[src/rtl/btb_pkg.sv]
package btb_pkg;
  // strobes issued by the update control to the table datapath
  typedef struct packed {
    logic       wrEn;        // write the indexed entry this edge
    logic       alloc;       // (re)write tag and set valid
    logic       loadTarget;  // replace the stored target
    logic [1:0] ctrNext;     // counter value to store
  } btbStrobes_t;

  localparam logic [1:0] CTR_MAX   = 2'd3;
  localparam logic [1:0] CTR_MIN   = 2'd0;
  localparam logic [1:0] CTR_WEAKT = 2'd2;
  localparam logic [1:0] CTR_WEAKN = 2'd1;
endpackage

[src/rtl/btb_datapath.sv]
module btb_datapath
  import btb_pkg::*;
#(
  parameter int PC_W  = 16,
  parameter int IDX_W = 4
) (
  input  logic            clk,
  input  logic            rstN,
  input  logic [PC_W-1:0] fetchPc,
  output logic [PC_W-1:0] predNextPc,
  output logic            predTaken,
  input  logic [PC_W-1:0] updPc,
  input  logic [PC_W-1:0] updTarget,
  input  btbStrobes_t     strobes,
  output logic            updHit,
  output logic [1:0]      updCtr,
  output logic [PC_W-1:0] updStoredTarget
);
  localparam int ENTRIES = 1 << IDX_W;
  localparam int TAG_W   = PC_W - IDX_W;

  logic              validQ  [ENTRIES];
  logic [TAG_W-1:0]  tagQ    [ENTRIES];
  logic [PC_W-1:0]   targetQ [ENTRIES];
  logic [1:0]        ctrQ    [ENTRIES];

  logic [IDX_W-1:0] fetchIdx, updIdx;
  logic [TAG_W-1:0] fetchTag, updTag;
  logic             fetchHit;

  assign fetchIdx = fetchPc[IDX_W-1:0];
  assign fetchTag = fetchPc[PC_W-1:IDX_W];
  assign updIdx   = updPc[IDX_W-1:0];
  assign updTag   = updPc[PC_W-1:IDX_W];

  // fetch-side read port
  assign fetchHit   = validQ[fetchIdx] && (tagQ[fetchIdx] == fetchTag);
  assign predTaken  = fetchHit && ctrQ[fetchIdx][1];
  assign predNextPc = predTaken ? targetQ[fetchIdx] : fetchPc + PC_W'(1);

  // update-side read port
  assign updHit          = validQ[updIdx] && (tagQ[updIdx] == updTag);
  assign updCtr          = ctrQ[updIdx];
  assign updStoredTarget = targetQ[updIdx];

  // storage, one generate slice per entry
  for (genvar e = 0; e < ENTRIES; e++) begin : g_entry
    logic selected;
    assign selected = strobes.wrEn && (updIdx == IDX_W'(e));

    always_ff @(posedge clk) begin
      if (!rstN) begin
        validQ[e]  <= 1'b0;
        tagQ[e]    <= '0;
        targetQ[e] <= '0;
        ctrQ[e]    <= CTR_MIN;
      end else if (selected) begin
        ctrQ[e] <= strobes.ctrNext;
        if (strobes.alloc) begin
          validQ[e] <= 1'b1;
          tagQ[e]   <= updTag;
        end
        if (strobes.loadTarget) targetQ[e] <= updTarget;
      end
    end
  end
endmodule

[src/rtl/btb_control.sv]
module btb_control
  import btb_pkg::*;
#(
  parameter int PC_W = 16
) (
  input  logic            updValid,
  input  logic            updTaken,
  input  logic [PC_W-1:0] updTarget,
  input  logic            updHit,
  input  logic [1:0]      updCtr,
  input  logic [PC_W-1:0] updStoredTarget,
  output btbStrobes_t     strobes,
  output logic            mispredict
);
  logic predDirTaken;
  logic [1:0] ctrStep;

  assign predDirTaken = updHit && updCtr[1];

  always_comb begin
    if (updTaken) ctrStep = (updCtr == CTR_MAX) ? CTR_MAX : updCtr + 2'd1;
    else          ctrStep = (updCtr == CTR_MIN) ? CTR_MIN : updCtr - 2'd1;
  end

  always_comb begin
    strobes.wrEn       = updValid;
    strobes.alloc      = !updHit;
    strobes.loadTarget = !updHit || updTaken;
    strobes.ctrNext    = updHit ? ctrStep : (updTaken ? CTR_WEAKT : CTR_WEAKN);
  end

  assign mispredict = updValid &&
                      ((predDirTaken != updTaken) ||
                       (updTaken && predDirTaken && (updStoredTarget != updTarget)));
endmodule

[src/rtl/btb_top.sv]
module btb_top
  import btb_pkg::*;
#(
  parameter int PC_W  = 16,
  parameter int IDX_W = 4
) (
  input  logic            clk,
  input  logic            rstN,
  input  logic [PC_W-1:0] fetchPc,
  output logic [PC_W-1:0] predNextPc,
  output logic            predTaken,
  input  logic            updValid,
  input  logic [PC_W-1:0] updPc,
  input  logic            updTaken,
  input  logic [PC_W-1:0] updTarget,
  output logic            mispredict
);
  btbStrobes_t     strobes;
  logic            updHit;
  logic [1:0]      updCtr;
  logic [PC_W-1:0] updStoredTarget;

  btb_datapath #(.PC_W(PC_W), .IDX_W(IDX_W)) u_dp (
    .clk(clk), .rstN(rstN),
    .fetchPc(fetchPc), .predNextPc(predNextPc), .predTaken(predTaken),
    .updPc(updPc), .updTarget(updTarget), .strobes(strobes),
    .updHit(updHit), .updCtr(updCtr), .updStoredTarget(updStoredTarget)
  );

  btb_control #(.PC_W(PC_W)) u_ctl (
    .updValid(updValid), .updTaken(updTaken), .updTarget(updTarget),
    .updHit(updHit), .updCtr(updCtr), .updStoredTarget(updStoredTarget),
    .strobes(strobes), .mispredict(mispredict)
  );
endmodule

[config.mk]
export PLATFORM = sky130hd
export DESIGN_NAME = btb_top
export DESIGN_NICKNAME = d
export VERILOG_FILES = /design/src/rtl/btb_pkg.sv /design/src/rtl/btb_datapath.sv /design/src/rtl/btb_control.sv /design/src/rtl/btb_top.sv
export SDC_FILE = /design/constraint.sdc
export NUM_CORES = 1
export LEC_CHECK = 0
export BUFFER_PORTS_ARGS = -buffer_cell sky130_fd_sc_hd__clkbuf_2
export CORE_ASPECT_RATIO = 0.6
export CORE_MARGIN = 2
export CORE_UTILIZATION = 58
export CTS_BUF_LIST = sky130_fd_sc_hd__clkbuf_8 sky130_fd_sc_hd__clkbuf_16
export CTS_CLUSTER_DIAMETER = 120
export DETAILED_ROUTE_END_ITERATION = 10
export PLACE_DENSITY = 0.85
export SKIP_LAST_GASP = 1
export SLEW_MARGIN = 0
export SYNTH_ARGS = -nofsm -noshare
export SYNTH_HDL_FRONTEND = slang
export SYNTH_SLANG_ARGS = --single-unit
export TNS_END_PERCENT = 10
[constraint.sdc]
create_clock -name clk -period 5.2 [get_ports clk]
set_input_delay 1.04 -clock clk [delete_from_list [all_inputs] [get_ports clk]]
set_output_delay 1.04 -clock clk [all_outputs]
set_load 0.01 [all_outputs]
==> summary.md, run 1 <==
| Metric | Value |
|---|---|
| Critical path's slowest cell | `or4_4` |
| Count of warnings emitted by yosys | `0` |
| Pins Over Slew Limit | `0` |
| Worst slew pin tran | `~1.4 ns` |
| Net Sw Frac | `roughly a quarter` |
| Share of layout cells above drive strength 1 | `32.0%` |
| Core box area | `49,300 um2` |
| Area post-placement | `30,300 um2` |
| Minimum clock period | `5.21 ns` |
| Hpwl dp | `58,700 um` |
| Setup violators final | `1` |
| Worst EP required | `4.16 ns` |
| Via count | `20,800` |
| Placed cells | `2,515` |
| Number of global-route vias before repair | `20,100` |
| Leading register cell type out of synthesis | `edfxtp_1` |
| Final wirelength | `95,600 um` |
| Syn_nets | `1,990` |
| Post-synth EDFFs | `495` |
| Worst-case vdd ir drop | `between 0.0002 and 0.0003 V` |
| Top delay family on crit path | `simple AND/OR/NAND/NOR gates` |
| Port Buf Inserts | `69` |
| Critical path class | `primary input to output pin` |
| Failing checks | `negative setup slack` |
| Routed Antenna Nets | `0` |
| Sw power | `about 2.5 mW` |
| Pre-CTS setup slack | `-0.202 ns` |
| Cells after Synth | `between 1,500 and 2,000` |
| Post-synth top cells | `edfxtp_1, mux4_2, o211a_1` |
| PnR Total Power | `~9.5 mW` |
| Max incr delay on CP | `0.61 ns` |
| Sequential share of power | `50.4%` |
| PD cells | `296 nW/um2` |
| Finished Layout Cells | `around 2,600` |
| Synth Cell Area | `28,900 um2` |
| Final Hold Vio Count | `0` |
| Setup crit end kind | `output pin` |
| Yosys cell types | `58` |
| Max Cap Viol | `0` |
| DR iter-0 viols | `4,235` |
| CTS Buf Count | `46` |
| Crit-path max FO | `7` |
| CP arrival | `around 4.2 ns` |
| Row count | `63` |
| CP Cell Sequence | `buf_16 > buf_16 > mux4_2 > mux2i_4 > nor2_1 > o31a_1 > or4_4 > or3_4 > nor2b_4 > ha_4 > nand2_2 > o21ai_4 > buf_2` |
| First drt pass iteration count | `6` |
| CP Launch Type | `primary input` |
| Clock transition at the registers of the reported paths | `0.06 ns` |
| Leak Pwr | `roughly 13 nW` |
| Mapped Avg Cell Area | `14.9 um2` |
| Final core occ | `65.0%` |
| Yosys reg bits | `496` |
| Multi-input logic area | `12,900 um2` |
| Relative slew slack | `9.56%` |
| Die span in x | `292 um` |
| Initial Util | `58.6%` |
| Largest net degree at the start of global routing | `238` |
| Clock Path Buffers | `3` |
| Logic gate share of total power | `15.5%` |
| Reg2Reg Launch Point | `u_dp.tagQ[11][7]$_SDFFCE_PN0P_` |
| Worst-Skew Late Latency | `0.61 ns` |
| Worst hold path cell count | `1` |
| Final WS setup | `-0.0124 ns` |
| Sequential-to-total area share from yosys stat | `between 50% and 60%` |
| Leading area contributor after synthesis | `edfxtp_1` |
| Period utilisation layout | `100%` |
| Hold endpoint | `u_dp.validQ[8]$_DFF_P_` |
| NumNets Final | `a little under 2,000` |
| GPL Wtd Cong | `slightly above 1` |
| Post-synth top area share | `51.4%` |
| Clock power frac | `about a third` |
| Routed wire per std cell | `36.5 um` |
| Max Fclk | `192 MHz` |
| Hold_sp | `u_dp.validQ[8]$_DFF_P_` |
| Status | `finished, violations left` |
| Remaining Overflow, GRT | `0` |
| FF-to-FF setup slack | `0.97 ns` |
| Drt via density | `7.95` |
| Hold Crit Class | `register to register` |
| Most used cell, CP | `buf_16` |
| Fin area | `between 30,000 and 40,000 um2` |
| Worst path bufs/invs | `3` |
| H-tree levels | `2` |
| Clock skew | `0.0414 ns` |
| Count leader, synth | `edfxtp_1` |
| Register-to-Register Path Depth | `12` |
| # IOs | `70` |
| Die ar. | `51,700 um2` |
| Global-route wire length before repair | `about 140,000 um` |
| Clock sink count | `496` |
| Fillcell total | `3,273` |
| Top post-synthesis cells by area | `edfxtp_1, mux4_2, o211a_1, and3_1, clkbuf_1` |
| Pint | `between 6 and 7 mW` |
| Post-route DRC | `0` |
| RR Endpoint | `u_dp.targetQ[1][0]$_SDFFCE_PN0P_` |
| Register area | `14,900 um2` |
| CTS tree | `built` |
| Clk root buf | `clkbuf_16` |
| Tot GR Track Use | `roughly 37%` |
| Initial antenna violation count | `7` |
| Ys async rst share | `0%` |
| Die Ht | `177 um` |
| Syn-to-layout area delta | `10.8%` |
| Unrepaired setup endpoints after global routing | `true` |
-- how the worst max path moves through the flow --
| stage | slack (ns) | depth (start not counted) | from | endpoint |
|---|---|---|---|---|
| after floorplan | -0.04 | 15 | updPc[0] | mispredict |
| after detailed placement | -0.20 | 13 | updPc[1] | mispredict |
| final | -0.01 | 13 | updPc[1] | mispredict |
| after CTS | -0.05 | 13 | updPc[1] | mispredict |
| after global routing | -0.04 | 13 | updPc[1] | mispredict |
| after global placement | -0.20 | 13 | updPc[1] | mispredict |
-- area by class of cell --
cell class                      count  share of cell area [%]
Tap cell                          650                    2.54
Antenna cell                        4                  0.0313
Timing Repair Buffer              224                    5.92
Multi-Input combinational cell   1132                    40.4
Inverter                           30                   0.352
Clock inverter                     37                   0.586
Clock buffer                       47                    3.67
Sequential cell                   496                    46.5
-- registers in the layout, summed over array words and instances (netlist names) --
name and cells:
u_dp.ctrQ 32, u_dp.tagQ 192, u_dp.targetQ 256, u_dp.validQ 16
-- through the flow --
stage / setup TNS [ns] / hold WS, ns
2_1_floorplan: -0.256 / 0.468
3_3_place_gp: -0.516 / 0.489
3_5_place_dp: -2.01 / 0.527
4_1_cts: -0.0531 / 0.546
5_1_grt: -0.0448 / 0.592
6_report: -0.0124 / 0.553
-- power by group through the flow --
| stage | logic [mW] | registers [mW] | clock network, mW |
|---|---|---|---|
| after floorplan | 0.882 | 4.79 | 0 |
| after global placement | 1.33 | 4.83 | 0 |
| after detailed placement | 1.36 | 4.86 | 0 |
| after CTS | 1.38 | 4.77 | 3.22 |
| after global routing | 1.50 | 4.80 | 3.38 |
| final | 1.47 | 4.79 | 3.23 |
-- kinds of logic after synthesis --
group                      after synthesis  share of synthesized area, %
AOI/OAI and AO/OA                      349                          11.0
muxes                                  331                          23.4
DFF                                    496                          51.5
buffers and inverters                  308                          4.78
xor gates and xnor gates                55                          1.67
adders and majority gates                2                        0.0866
and+or+nand+nor                        395                          7.60
-- cells in the final DEF (no fill, tap or decap), types with 12 or more instances in the layout --
cell,instances
nor3_1,17
clkbuf_2,61
buf_12,18
inv_1,39
a31oi_1,24
a21oi_2,15
o211a_1,256
and3_1,197
nor2_1,35
and2_1,18
xnor2_1,42
mux2i_1,38
clkinv_1,14
nor2_4,12
mux2_2,16
nand3_1,27
buf_4,126
a21oi_1,12
mux4_2,274
clkbuf_16,50
edfxtp_1,495
nand2_1,44
-- layer usage --
layer	global-route usage (%)	vias up	routed length [um]
met2	50.3	2249	39300
met1	51.0	10300	32600
met5	0.375	-	46
met4	14.6	8	4550
li1	-	7902	-
met3	17.4	377	19100
-- what timing repair did --
| action | 4_1_cts | 5_1_grt |
|---|---|---|
| endpoints found under the setup margin | 17 | 17 |
| gates cloned | 0 | 3 |
| resized for setup | 18 | 25 |
| hold buffers | 0 | 0 |
| setup buffers | 0 | 14 |
| pin swaps | 1 | 7 |
Note: power is estimated with default switching activity, not from simulation.
==> run 2: changes to the inputs <==
Settings changed: ABC_AREA set to 1, CELL_PAD_IN_SITES_DETAIL_PLACEMENT set to 1, CELL_PAD_IN_SITES_GLOBAL_PLACEMENT set to 1, CORE_UTILIZATION 58 to 43, PLACE_DENSITY 0.85 to 0.84.
==> run 2 against run 1 <==
Against the previous run: the run still ends with negative setup slack left; sequential share of layout area increased by 0.18 points; critical path type unchanged; critical endpoint unchanged; worst hold slack got worse by 0.034 ns; largest cell class unchanged; routed wire length increased by 29%; area after synthesis decreased by 0.76%; synthesized cell count increased by 91%; via count increased by 35%; power increased by 4.6%.
==> summary.md, run 2 <==
| Metric | Value |
|---|---|
| Hold_buf cts | `0` |
| Period utilisation layout | `100%` |
| Core box area | `66,100 um2` |
| Yosys cell types | `slightly above 40` |
| Post-synth top area share | `roughly half` |
| Worst setup endpoint | `mispredict` |
| Drt via density | `6.05` |
| Critical path class | `primary input to output pin` |
| Row count | `73` |
| Top delay family on crit path | `buffers and inverters` |
| Critical path's slowest cell | `inv_1` |
| Top post-synthesis cells by area | `edfxtp_1, nand2_1, nor2_1, o21ai_0, inv_1` |
| Post-synth EDFFs | `around 500` |
| Mapped Avg Cell Area | `between 7 and 8 um2` |
| CP arrival | `approximately 4.2 ns` |
| Leading register cell type out of synthesis | `edfxtp_1` |
| Placed cells | `4,559` |
| Largest net degree at the start of global routing | `139` |
| Pins Over Slew Limit | `0` |
| Initial Util | `43.4%` |
| Failing checks | `negative setup slack` |
| Post-CTS setup buffer count | `0` |
| Largest reg by FF count | `u_dp.targetQ` |
| Relative slew slack | `roughly 28%` |
| PD cells | `around 310 nW/um2` |
| Cells after Synth | `3,706` |
| Syn_nets | `3,760` |
| Setup violators final | `1` |
| Initial antenna violation count | `5` |
| ANT cells | `0` |
| Worst slew pin tran | `1.08 ns` |
| Clock Path Buffers | `3` |
| Max Fclk | `192 MHz` |
| CP Launch Type | `primary input` |
| Final Hold Vio Count | `0` |
| DR iter-0 viols | `4,345` |
| CP Cell Sequence | `buf_4 > inv_4 > buf_4 > nand2_1 > inv_1 > buf_4 > a22oi_1 > nand2_1 > nand2_1 > nand2_1 > nor2_1 > nor2_1 > ha_1 > nand2_1 > a21oi_1 > clkbuf_2` |
| RR Endpoint | `u_dp.targetQ[9][3]$_SDFFCE_PN0P_` |
| Biggest regs | `u_dp.targetQ: 256 flops, u_dp.tagQ: 192 flops, u_dp.ctrQ: 32 flops` |
| Yosys reg bits | `slightly below 500` |
| Clk root buf | `clkbuf_16` |
| Die span in x | `337 um` |
| First drt pass iteration count | `6` |
| Minimum clock period | `~5.2 ns` |
| Worst path bufs/invs | `6` |
| NumNets Final | `roughly 3,800` |
| Routed wire per std cell | `26.5 um` |
| Commonest cells after routing, fill and taps aside | `nand2_1, nor2_1, edfxtp_1, o21ai_0, inv_1` |
| Crit path depth | `16` |
| Sequential-to-total area share from yosys stat | `51.9%` |
| PnR Total Power | `just under 10 mW` |
| Reg2Reg Launch Point | `u_dp.tagQ[3][3]$_SDFFCE_PN0P_` |
| CTS Buf Count | `52` |
| Crit-path max FO | `22` |
| Clock sink count | `496` |
| Leading area contributor after synthesis | `edfxtp_1` |
| Unrepaired setup endpoints after global routing | `false` |
| Routed Antenna Nets | `0` |
| Syn-to-layout area delta | `11.2%` |
| GPL Wtd Cong | `0.939` |
| Max Cap Viol | `0` |
| Leading cell type in the layout, fill and taps excluded | `nand2_1` |
| Max incr delay on CP | `roughly 0.46 ns` |
| Final wirelength | `123,000 um` |
| Die Ht | `204 um` |
| Count leader, synth | `nand2_1` |
| Via count | `~28,000` |
| H-tree levels | `2` |
| Max reg flops | `between 200 and 300` |
| Hold WS | `0.519 ns` |
| Status | `finished, violations left` |
| Count of warnings emitted by yosys | `0` |
| Worst-case vdd ir drop | `0.000232 V` |
| Finished Layout Cells | `about 4,600` |
| Leak Pwr | `~14 nW` |
| Share of layout cells above drive strength 1 | `8.59%` |
| CTS tree | `built` |
| Die ar. | `68,800 um2` |
| Synth Cell Area | `~29,000 um2` |
| Post-synth top cells | `nand2_1, nor2_1, edfxtp_1` |
| Final WS setup | `-0.0126 ns` |
| Ys async rst share | `0%` |
| Clock transition at the registers of the reported paths | `0.06 ns` |
| Hold Crit Class | `register to register` |
| Remaining Overflow, GRT | `0` |
| # IOs | `70` |
| Setup crit end kind | `output pin` |
| Port Buf Inserts | `69` |
| Fin Setup TNS | `-0.0126 ns` |
| Most used cell, CP | `nand2_1` |
| Number of global-route vias before repair | `27,400` |
| Register-to-Register Path Depth | `18` |
| Tot GR Track Use | `between 30 and 40%` |
| Post-route DRC | `0` |
| Worst-Skew Late Latency | `between 0.6 and 0.7 ns` |
| Crit path launch | `updPc[1]` |
| Worst EP required | `between 4 and 5 ns` |
| Clock skew | `~0.024 ns` |
| Hpwl dp | `83,100 um` |
| Global-route wire length before repair | `179,000 um` |
| FF-to-FF setup slack | `about 1.6 ns` |
-- run 2: cell types whose count changed in the layout (fill, tap and decap cells not counted), moves of 94 or more --
cell / change
inv_1: +264
nor2_1: +635
a21oi_1: +191
nand2_1: +1005
o211a_1: -252
and3_1: -197
nand3_1: +94
o21ai_0: +395
mux4_2: -274
-- run 2: final cells by class --
cell class                      count  area, um2
Clock inverter                     37        190
Sequential cell                   496      14900
Clock buffer                       53       1330
Timing Repair Buffer              203       1550
Tap cell                          900       1130
Inverter                          330       1250
Fill cell                        8120      34200
Multi-Input combinational cell   2630      11600
-- run 2: worst min-delay path by stage --
stage	from	to	slack [ns]	cells past startpoint
finish	u_dp.validQ[8]$_DFF_P_	u_dp.validQ[8]$_DFF_P_	0.52	2
global route	u_dp.validQ[8]$_DFF_P_	u_dp.validQ[8]$_DFF_P_	0.54	2
CTS	u_dp.validQ[8]$_DFF_P_	u_dp.validQ[8]$_DFF_P_	0.51	2
detailed placement	u_dp.validQ[8]$_DFF_P_	u_dp.validQ[8]$_DFF_P_	0.50	2
global placement	u_dp.validQ[8]$_DFF_P_	u_dp.validQ[8]$_DFF_P_	0.49	2
floorplan	u_dp.validQ[8]$_DFF_P_	u_dp.validQ[8]$_DFF_P_	0.47	2
-- run 2: worst reg2reg max path: stages, from the launching register on --
cell and delay [ns]:
edfxtp_1 0.38, nand2_1 0.07, o21ai_0 0.10, nand2_1 0.09, nand2_1 0.06, nand2_1 0.06
nand2_1 0.25, nor2_1 0.27, nand2_1 0.12, nand2_1 0.09, nor2_1 0.04, nand2_1 0.08
nor2_2 0.05, nand2_4 0.07, buf_4 0.53, nor2_4 0.05, buf_4 0.25, a21oi_2 0.19
buf_4 0.42
-- run 2: per-layer routing --
metal	GRT usage, %	routed length (um)
met1	51.3	50900
met2	47.9	48100
met3	15.1	21100
met4	9.43	3290
met5	0	46
-- run 2: cell families (layout without fill, tap and decap cells) --
group | Yosys count | in the layout | synth area share [%]
buffers and inverters | 580 | 623 | 8.09
AND/OR/NAND/NOR | 1873 | 1873 | 25.3
adder cells (fa/ha/maj) | 2 | 2 | 0.0873
flip-flops | 496 | 496 | 51.9
XOR/XNOR | 14 | 14 | 0.428
AO/OA/AOI/OAI | 741 | 741 | 14.2
-- run 2: power by group --
group          internal [mW]  total [mW]  switching, mW
Clock                   1.88        3.57           1.69
Combinational          0.403        1.60           1.20
Sequential              4.64        4.75          0.114
Total                   6.92        9.92           3.00
-- run 2: timing repair --
| item | CTS | global route |
|---|---|---|
| endpoints found under the setup margin | 0 | 1 |
| hold endpoints to repair | 0 | 0 |
| resized for setup | 0 | 1 |
-- run 2: metrics by stage --
stage	cell area (um2)	worst slack, ns	util [%]
after global placement	30400	0.337	45.9
after global routing	31900	0.00612	48.2
final	31900	-0.0126	48.2
after CTS	31900	0.138	48.2
after detailed placement	30400	0.145	45.9
after floorplan	28700	1.13	-
